File: src/rtl/fs_pkg.sv
package fs_pkg;

    // Which selection rule produced the flush target
    typedef enum logic [1:0] {
        PICK_TRACKED  = 2'd0,
        PICK_MARKED   = 2'd1,
        PICK_FALLBACK = 2'd2
    } pick_e;

endpackage

File: src/rtl/fs_ctr_bank.sv
module fs_ctr_bank #(
    parameter int N_CTRS = 8,
    parameter int CTR_W  = 3,
    parameter int THRESH = 3,
    localparam int IW    = (N_CTRS > 1) ? $clog2(N_CTRS) : 1
) (
    input  logic                          clk,
    input  logic                          rst_n,
    input  logic                          inc_en,
    input  logic [IW-1:0]                 inc_idx,
    input  logic                          clr_en,
    input  logic [IW-1:0]                 clr_idx,
    output logic [N_CTRS-1:0][CTR_W-1:0]  cnt_o,
    output logic [N_CTRS-1:0]             mark_o,
    output logic [CTR_W-1:0]              inc_new_o,
    output logic                          inc_sat_o
);

    localparam logic [CTR_W-1:0] MAXV = {CTR_W{1'b1}};
    localparam logic [CTR_W-1:0] TV   = CTR_W'(THRESH);

    typedef struct packed {
        logic [CTR_W-1:0] cnt;
        logic             mark;
    } slot_t;

    logic [CTR_W-1:0] cur_val;

    always_comb begin
        cur_val   = cnt_o[inc_idx];
        inc_sat_o = (cur_val == MAXV);
        inc_new_o = inc_sat_o ? cur_val : cur_val + 1'b1;
    end

    // flush clears and increments are kept apart by the handshake
    assert_no_collide_R11: assert property (@(posedge clk) disable iff (!rst_n)
        !(inc_en && clr_en));

    for (genvar i = 0; i < N_CTRS; i++) begin : g_slot
        slot_t slot_d, slot_q;

        always_comb begin
            slot_d = slot_q;
            if (clr_en && (clr_idx == IW'(i))) begin
                slot_d.cnt  = '0;
                slot_d.mark = 1'b0;
            end else if (inc_en && (inc_idx == IW'(i))) begin
                slot_d.cnt = inc_new_o;
                if (inc_new_o >= TV) begin
                    slot_d.mark = 1'b1;
                end
            end
        end

        always_ff @(posedge clk or negedge rst_n) begin
            if (!rst_n) begin
                slot_q <= '0;
            end else begin
                slot_q <= slot_d;
            end
        end

        assign cnt_o[i]  = slot_q.cnt;
        assign mark_o[i] = slot_q.mark;

        // the mark mirrors the threshold comparison at all times
        assert_mark_tracks_R8: assert property (@(posedge clk) disable iff (!rst_n)
            slot_q.mark == (slot_q.cnt >= TV));

        // a flushed slot holds zero on the next cycle
        assert_clear_zero_R4: assert property (@(posedge clk) disable iff (!rst_n)
            (clr_en && (clr_idx == IW'(i))) |=> (slot_q.cnt == '0));
    end

endmodule

File: src/rtl/fs_largest_track.sv
module fs_largest_track #(
    parameter int N_CTRS = 8,
    parameter int CTR_W  = 3,
    localparam int IW    = (N_CTRS > 1) ? $clog2(N_CTRS) : 1
) (
    input  logic             clk,
    input  logic             rst_n,
    input  logic             upd_en,
    input  logic [IW-1:0]    upd_idx,
    input  logic [CTR_W-1:0] upd_val,
    input  logic             clr_en,
    input  logic [IW-1:0]    clr_idx,
    output logic             lg_vld_o,
    output logic [IW-1:0]    lg_idx_o,
    output logic [CTR_W-1:0] lg_val_o
);

    typedef struct packed {
        logic             vld;
        logic [IW-1:0]    idx;
        logic [CTR_W-1:0] val;
    } track_t;

    track_t trk_d, trk_q;

    always_comb begin
        trk_d = trk_q;
        if (clr_en && trk_q.vld && (clr_idx == trk_q.idx)) begin
            trk_d.vld = 1'b0;
            trk_d.val = '0;
        end else if (upd_en && (!trk_q.vld || (upd_val > trk_q.val) ||
                                (upd_idx == trk_q.idx))) begin
            trk_d.vld = 1'b1;
            trk_d.idx = upd_idx;
            trk_d.val = upd_val;
        end
    end

    always_ff @(posedge clk or negedge rst_n) begin
        if (!rst_n) begin
            trk_q <= '0;
        end else begin
            trk_q <= trk_d;
        end
    end

    assign lg_vld_o = trk_q.vld;
    assign lg_idx_o = trk_q.idx;
    assign lg_val_o = trk_q.val;

    // with no flush and a valid entry, the held value never falls
    assert_track_monotone_R9: assert property (@(posedge clk) disable iff (!rst_n)
        (trk_q.vld && !clr_en) |=> (trk_q.vld && (trk_q.val >= $past(trk_q.val))));

endmodule

File: src/rtl/fs_victim_pick.sv
module fs_victim_pick
    import fs_pkg::*;
#(
    parameter int N_CTRS = 8,
    parameter int CTR_W  = 3,
    parameter int THRESH = 3,
    localparam int IW    = (N_CTRS > 1) ? $clog2(N_CTRS) : 1
) (
    input  logic              lg_vld,
    input  logic [IW-1:0]     lg_idx,
    input  logic [CTR_W-1:0]  lg_val,
    input  logic [N_CTRS-1:0] mark,
    output logic [IW-1:0]     victim_o,
    output pick_e             rule_o
);

    localparam logic [CTR_W-1:0] TV = CTR_W'(THRESH);

    logic          any_mark;
    logic [IW-1:0] low_mark;

    // lowest-indexed marked counter
    always_comb begin
        any_mark = 1'b0;
        low_mark = '0;
        for (int i = N_CTRS - 1; i >= 0; i--) begin
            if (mark[i]) begin
                any_mark = 1'b1;
                low_mark = IW'(i);
            end
        end
    end

    always_comb begin
        if (lg_vld && (lg_val >= TV)) begin
            victim_o = lg_idx;
            rule_o   = PICK_TRACKED;
        end else if (any_mark) begin
            victim_o = low_mark;
            rule_o   = PICK_MARKED;
        end else begin
            victim_o = lg_idx;
            rule_o   = PICK_FALLBACK;
        end
    end

endmodule

File: src/rtl/fs_flush_sched.sv
module fs_flush_sched
    import fs_pkg::*;
#(
    parameter int N_CTRS        = 8,
    parameter int CTR_W         = 3,
    parameter int THRESH        = 3,
    parameter int UPD_PER_FLUSH = 8,
    localparam int IW           = (N_CTRS > 1) ? $clog2(N_CTRS) : 1
) (
    input  logic             clk,
    input  logic             rst_n,
    input  logic             upd_valid,
    output logic             upd_ready,
    input  logic [IW-1:0]    upd_idx,
    output logic             flush_valid,
    output logic [IW-1:0]    flush_idx,
    output logic [CTR_W-1:0] flush_value,
    output logic             overflow
);

    localparam int               BW   = $clog2(UPD_PER_FLUSH + 1);
    localparam logic [BW-1:0]    LAST = BW'(UPD_PER_FLUSH - 1);
    localparam logic [CTR_W-1:0] TV   = CTR_W'(THRESH);

    typedef struct packed {
        logic [BW-1:0]    ucnt;
        logic             pend;
        logic             fvld;
        logic [IW-1:0]    fidx;
        logic [CTR_W-1:0] fval;
        logic             ovf;
    } ctl_t;

    ctl_t ctl_d, ctl_q;

    logic                         accept;
    logic [N_CTRS-1:0][CTR_W-1:0] cnt;
    logic [N_CTRS-1:0]            mark;
    logic [CTR_W-1:0]             inc_new;
    logic                         inc_sat;
    logic                         lg_vld;
    logic [IW-1:0]                lg_idx;
    logic [CTR_W-1:0]             lg_val;
    logic [IW-1:0]                victim;
    pick_e                        rule;

    assign upd_ready = !ctl_q.pend;
    assign accept    = upd_valid && upd_ready;

    fs_ctr_bank #(
        .N_CTRS (N_CTRS),
        .CTR_W  (CTR_W),
        .THRESH (THRESH)
    ) u_bank (
        .clk       (clk),
        .rst_n     (rst_n),
        .inc_en    (accept),
        .inc_idx   (upd_idx),
        .clr_en    (ctl_q.pend),
        .clr_idx   (victim),
        .cnt_o     (cnt),
        .mark_o    (mark),
        .inc_new_o (inc_new),
        .inc_sat_o (inc_sat)
    );

    fs_largest_track #(
        .N_CTRS (N_CTRS),
        .CTR_W  (CTR_W)
    ) u_track (
        .clk      (clk),
        .rst_n    (rst_n),
        .upd_en   (accept),
        .upd_idx  (upd_idx),
        .upd_val  (inc_new),
        .clr_en   (ctl_q.pend),
        .clr_idx  (victim),
        .lg_vld_o (lg_vld),
        .lg_idx_o (lg_idx),
        .lg_val_o (lg_val)
    );

    fs_victim_pick #(
        .N_CTRS (N_CTRS),
        .CTR_W  (CTR_W),
        .THRESH (THRESH)
    ) u_pick (
        .lg_vld   (lg_vld),
        .lg_idx   (lg_idx),
        .lg_val   (lg_val),
        .mark     (mark),
        .victim_o (victim),
        .rule_o   (rule)
    );

    always_comb begin
        ctl_d      = ctl_q;
        ctl_d.fvld = 1'b0;
        if (accept) begin
            if (ctl_q.ucnt == LAST) begin
                ctl_d.ucnt = '0;
                ctl_d.pend = 1'b1;
            end else begin
                ctl_d.ucnt = ctl_q.ucnt + 1'b1;
            end
            if (inc_sat) begin
                ctl_d.ovf = 1'b1;
            end
        end
        if (ctl_q.pend) begin
            ctl_d.pend = 1'b0;
            ctl_d.fvld = 1'b1;
            ctl_d.fidx = victim;
            ctl_d.fval = cnt[victim];
        end
    end

    always_ff @(posedge clk or negedge rst_n) begin
        if (!rst_n) begin
            ctl_q <= '0;
        end else begin
            ctl_q <= ctl_d;
        end
    end

    assign flush_valid = ctl_q.fvld;
    assign flush_idx   = ctl_q.fidx;
    assign flush_value = ctl_q.fval;
    assign overflow    = ctl_q.ovf;

    // the flush port pulses for a single cycle
    assert_flush_pulse_R3: assert property (@(posedge clk) disable iff (!rst_n)
        flush_valid |=> !flush_valid);

    // the flush slot is followed by the flush report
    assert_slot_then_flush_R3: assert property (@(posedge clk) disable iff (!rst_n)
        !upd_ready |=> (flush_valid && upd_ready));

    // the reported counter reads zero while it is reported
    assert_flushed_zero_R4: assert property (@(posedge clk) disable iff (!rst_n)
        flush_valid |-> (cnt[flush_idx] == '0));

    // a tracked counter at threshold wins the slot
    assert_tracked_wins_R5: assert property (@(posedge clk) disable iff (!rst_n)
        (ctl_q.pend && lg_vld && (lg_val >= TV)) |=> (flush_idx == $past(lg_idx)));

    // a marked counter is reported only while it held the threshold
    assert_marked_pick_R6: assert property (@(posedge clk) disable iff (!rst_n)
        (ctl_q.pend && (rule == PICK_MARKED)) |-> (cnt[victim] >= TV));

    // the tracker always mirrors the counter it names
    assert_track_mirror_R9: assert property (@(posedge clk) disable iff (!rst_n)
        lg_vld |-> (lg_val == cnt[lg_idx]));

    // overflow is sticky
    assert_no_overflow_R10: assert property (@(posedge clk) disable iff (!rst_n)
        overflow |=> overflow);

endmodule

File: config.mk
export PLATFORM = sky130hd
export DESIGN_NAME = fs_flush_sched
export DESIGN_NICKNAME = d
export VERILOG_FILES = /design/src/rtl/fs_pkg.sv /design/src/rtl/fs_ctr_bank.sv /design/src/rtl/fs_largest_track.sv /design/src/rtl/fs_victim_pick.sv /design/src/rtl/fs_flush_sched.sv
export SDC_FILE = /design/constraint.sdc
export NUM_CORES = 1
export LEC_CHECK = 0
export BUFFER_PORTS_ARGS = -buffer_cell sky130_fd_sc_hd__buf_2
export CORE_ASPECT_RATIO = 1.25
export CORE_MARGIN = 2
export CORE_UTILIZATION = 55
export DETAILED_ROUTE_END_ITERATION = 12
export PLACE_DENSITY = 0.75
export SLEW_MARGIN = 30
export SYNTH_ARGS = -nofsm -noshare
export SYNTH_HDL_FRONTEND = slang
export SYNTH_HIERARCHICAL = 1
export SYNTH_SLANG_ARGS = --single-unit
File: constraint.sdc
create_clock -name clk -period 9.37 [get_ports clk]
set_input_delay 1.4055 -clock clk [delete_from_list [all_inputs] [get_ports clk]]
set_output_delay 1.4055 -clock clk [all_outputs]
set_load 0.01 [all_outputs]
# Word-level counts from Yosys, hierarchy flattened
# Index checks and enable logic that the tools add are counted.
# W data, S select, Z words.
totals:
  ff_bits: 52
  input_bits: 6
  wordCells: 155
op_classes:
  add_sub_neg: 2
  order_cmp: 5
  n_eq_ne: 18
  n_mux: 47
  bitwise_logic: 1
  reduce_logical: 57
op_table:
  columns: ["op", "count"]
  rows:
  - ["$mux W4", 17]
  - ["$mux W3", 14]
  - ["$reduce_bool A2 Y1", 19]
  - ["$eq A3 B3 Y1 const B", 9]
  - ["$reduce_and A2 Y1", 11]
  - ["$logic_and A1 B1 Y1", 21]
  - ["$bmux W3 S3", 2]
  - ["$eq A3 B2 Y1 const B", 4]
  - ["$mux W1", 12]
  - ["$lt A3 B4 Y1 const B", 2]
  - ["$mux W8", 1]
  - ["$mux W7", 1]
  - ["$eq A3 B1 Y1 const B", 2]
  - ["$eq A3 B3 Y1", 2]
  - ["$ge A3 B2 Y1 const B", 2]
  - ["$logic_not A3 Y1", 2]
  - ["$add A4 B1 Y4 const B", 1]
  - ["$eq A4 B3 Y1 const B", 1]
  - ["$add A3 B1 Y3 const B", 1]
  - ["$gt A3 B3 Y1", 1]
  - ["$logic_not A1 Y1", 2]
  - ["$logic_or A1 B1 Y1", 2]
  - ["$not A1 Y1", 1]

# Logic depth before layout (Yosys ltp)
logic_depth:
  ltp_word: 14
  mapped_depth: 16
  depth_no_buf: 14

# Modules after synthesis
# Netlist, hierarchy kept.
modules_own_cells:
  columns: ["mod", "instances", "cells_per_inst", "area_each_um2"]
  rows:
  - ["fs_ctr_bank", 1, 173, 1656.6]
  - ["fs_flush_sched", 1, 61, 725.7]
  - ["fs_largest_track", 1, 41, 462.9]
  - ["fs_victim_pick", 1, 21, 162.7]

# Worst setup path before layout
# No wires, ideal clock.
synth_timing:
  kind: "input -> register"
  from: "input port upd_idx[0]"
  to: "register u_track.trk_q, in the netlist u_track/lg_idx_o[0]"
  t_arrival_ps: 4324
  required_ps: 9243
  path_slack_ps: 4918
  path_stages: 13
  n_path_buf: 1
  cell_sequence: "buf_4 -> mux4_2 -> mux2_2 -> ha_1 -> nand4_2 -> mux2i_4 -> inv_2 -> ha_1 -> nand3_1 -> o21ai_0 -> o31ai_4 -> nand2b_4 -> mux2_1"
synth_via:
  elab_chain_len: 9
synth_lines:
  columns: ["element", "line", "rtl"]
  rows:
  - ["from (decl)", "fs_flush_sched.sv:14", "input logic [IW-1:0] upd_idx,"]
  - ["$bmux W3 S3 (*)", "fs_ctr_bank.sv:30", "cur_val = cnt_o[inc_idx];"]
  - ["$mux W3 (implied by the code) (*)", "fs_ctr_bank.sv:30", null]
  - ["$add A3 B1 Y3 / $eq A3 B3 Y1 (equally long branches)", "fs_ctr_bank.sv:32, fs_ctr_bank.sv:31", null]
  - ["$mux W3 (*)", "fs_ctr_bank.sv:32", "inc_new_o = inc_sat_o ? cur_val : cur_val + 1'b1;"]
  - ["net inc_new[1]", "fs_flush_sched.sv:39", "logic [CTR_W-1:0] inc_new;"]
  - ["$gt A3 B3 Y1 (*)", "fs_largest_track.sv:31", "end else if (upd_en && (!trk_q.vld || (upd_val > trk_q.val) ||"]
  - ["$logic_or A1 B1 Y1 (*) (2 in series)", "fs_largest_track.sv:31", null]
  - ["$logic_and A1 B1 Y1 (*)", "fs_largest_track.sv:31", null]
  - ["$reduce_and A2 Y1 (no line) (*)", null, null]
  - ["to (signal assigned)", "fs_largest_track.sv:43", "trk_q <= trk_d;"]
  - ["to (decl)", "fs_largest_track.sv:24", "track_t trk_d, trk_q;"]
# Mark *: on every way through the listed nets, which the timed path passes. The rest lies on a longest branch. The select of a mux whose other input is x is not followed.
# A chain may end at the register's enable or synchronous reset.

# Worst setup path after layout
layout_timing:
  from: "input port upd_idx[1]"
  to: "register u_track.trk_q, in the netlist u_track/lg_idx_o[1]"
# The elaborated chain is that of the path after synthesis.

==> results.toml <==
[final_layout]
multi_input_area_um2 = 1540
register_area_um2 = 1300
area_growth_pct = 4.92
finish.utilization_pct = 59.1
nNetsFinal = 315
diodes = 0
num-fill-cells = 456
drive_gt1_share_pct = 18.1

[grt]
grt_start_max_net_pins = 53
antenna_found_initial = 0
track_usage_pct = 23.3
grt_pass1_wl_um = 10800
grt.overflow.total = 0
first_global_vias = 2190

[drt]
drc = 0
wl_per_cell_um = 17.9
vias_per_cell = 6.13
dr.pass1.iters = 5
drt_iter0_markers = 182
vias = 2257
drtAntennaViolNets = 0
wl_um = 6590

[synthesis]
postSynthCellCount = 294
syn_area_um2 = 3000
syn_nets = 305
syn_area_per_cell_um2 = 10.2
ys_warn_count = 6

[floorplanning]
ios = 15
initial_core_util_pct = 56.3
dieArea_um2 = 6070
die_h_um = 86.6
core_um2 = 5330
rows = 30
die_x_um = 70.1

[timing]
timing.fmax_ghz = 0.219
finalCritPeriodShare_pct = 48.8
tns_ns = 0
max_slew.worst_pin.slew_ns = 0.658
rsz0062_at_grt = "no"
skew_ns = 0.0150
setup_viol = 0
finalHoldViolations = 0
slew_headroom_pct = 56.1
drv_slew = 0
period_minus_slack_ns = 4.58

[clock_network]
numCtsBuffers = 5
cts_buffer_depth = 2
path_clk_slew_ns = 0.10
htreeDepth = 2
postCtsSetupRepairBufs = 0
clkLatencyLatePin_ns = 0.32
cts_root_buf = "clkbuf_8"
post_cts_resized = 0
cts_tree = "built"
ctsHoldBuffers = 0
clock_sinks = 52

[critical_path]
critPathArrivalTime_ns = 4.77
crit_path_start_kind = "input port"
cp.required_ns = 9.56
path_class = "input port to register"
path_max_fanout = 17
end_kind = "register"

[pwr]
irDropWorstVdd_mv = 0.184
p_per_area_nw_per_um2 = 338
p_leak_nw = 1.37

[hold_path]
hold_class = "register to register"

[flow_run]
drv_cap = 0

[status]
status = "finished, final reports clean"

[place]
dp_hpwl_um = 4780
gp_congestion = 0.881
port-buffer-count = 14
## path summary, 6_finish.rpt
path,startpoint,to,slack [ns],cells past startpoint
max,upd_idx[1],u_track/lg_idx_o[1],4.79,15
min,overflow,overflow,0.48,1
max reg2reg,u_bank/cnt_o[22],u_track/lg_idx_o[1],5.82,12
min reg2reg,overflow,overflow,0.48,1
max in group asynchronous,rst_n,u_bank/cnt_o[6],7.72,2
min in group asynchronous,rst_n,u_bank/cnt_o[2],1.19,2
## flip-flops by register name, summed over array words and instances, names as in the netlist
name,count
ctl_q,5
flush_idx,3
flush_valid,1
flush_value,3
overflow,1
u_bank/cnt_o,24
u_bank/mark_o,8
u_track/lg_idx_o,3
u_track/lg_val_o,3
u_track/lg_vld_o,1
## per-stage QoR
stage | hold WS [ns] | total power, mW | cells | cell area (µm²) | setup WS, ns
after floorplan | 0.431 | 0.823 | 294 | 3000 | 4.92
after global placement | 0.448 | 0.926 | 361 | 3070 | 4.59
after detailed placement | 0.454 | 0.939 | 361 | 3070 | 4.48
after CTS | 0.480 | 1.07 | 368 | 3150 | 4.81
after global routing | 0.491 | 1.14 | 368 | 3150 | 4.57
final | 0.479 | 1.06 | 368 | 3150 | 4.79
## area by class of cell
class / instances / share of cell area, %
multi-input combinational: 211 / 48.8
timing repair buffer: 15 / 2.46
tap: 64 / 2.54
clock inverter: 2 / 0.397
clock buffer: 5 / 2.19
sequential: 52 / 41.3
inverter: 19 / 2.27
## report_power, final
part / switching, mW / total [mW] / internal, mW
registers: 0.100 / 0.425 / 0.324
logic: 0.281 / 0.514 / 0.233
clock network: 0.0759 / 0.127 / 0.0508
total: 0.457 / 1.06 / 0.608
## cells in the final DEF (no fill, tap or decap), drive strengths merged, types with 2 or more instances in the layout
master / instances
a211oi: 9
a221o: 3
o21ai: 29
nand3: 6
nor2b: 4
o22ai: 10
inv: 19
dfrtp: 52
mux2i: 14
mux4: 5
ha: 5
clkbuf: 5
nand2: 27
mux2: 12
xor2: 2
buf: 15
xnor2: 6
nor3: 8
nor4: 2
nor2: 38
nand4: 4
a21oi: 3
nand2b: 11
## per-layer routing
metal | wire length, µm | up-vias | track usage (%)
met5 | 0 | - | 0
met2 | 3300 | 75 | 39.2
met1 | 2800 | 1096 | 29.0
li1 | - | 1066 | -
met4 | 232 | 0 | 12.9
met3 | 250 | 20 | 3.49
## worst max-delay path, stage by stage
cell      delay [ns]
buf_2           0.33
mux2i_1         0.14
a22o_1          0.25
nor3_4          0.26
ha_1            0.28
nand4_2         0.21
xnor2_2         0.48
inv_1           0.12
inv_1           0.08
ha_1            0.22
nand3_1         0.07
o21ai_0         0.13
o31ai_4         0.35
nand2b_4        0.10
mux2_1          0.32
Note: power is estimated with default switching activity, not from simulation.
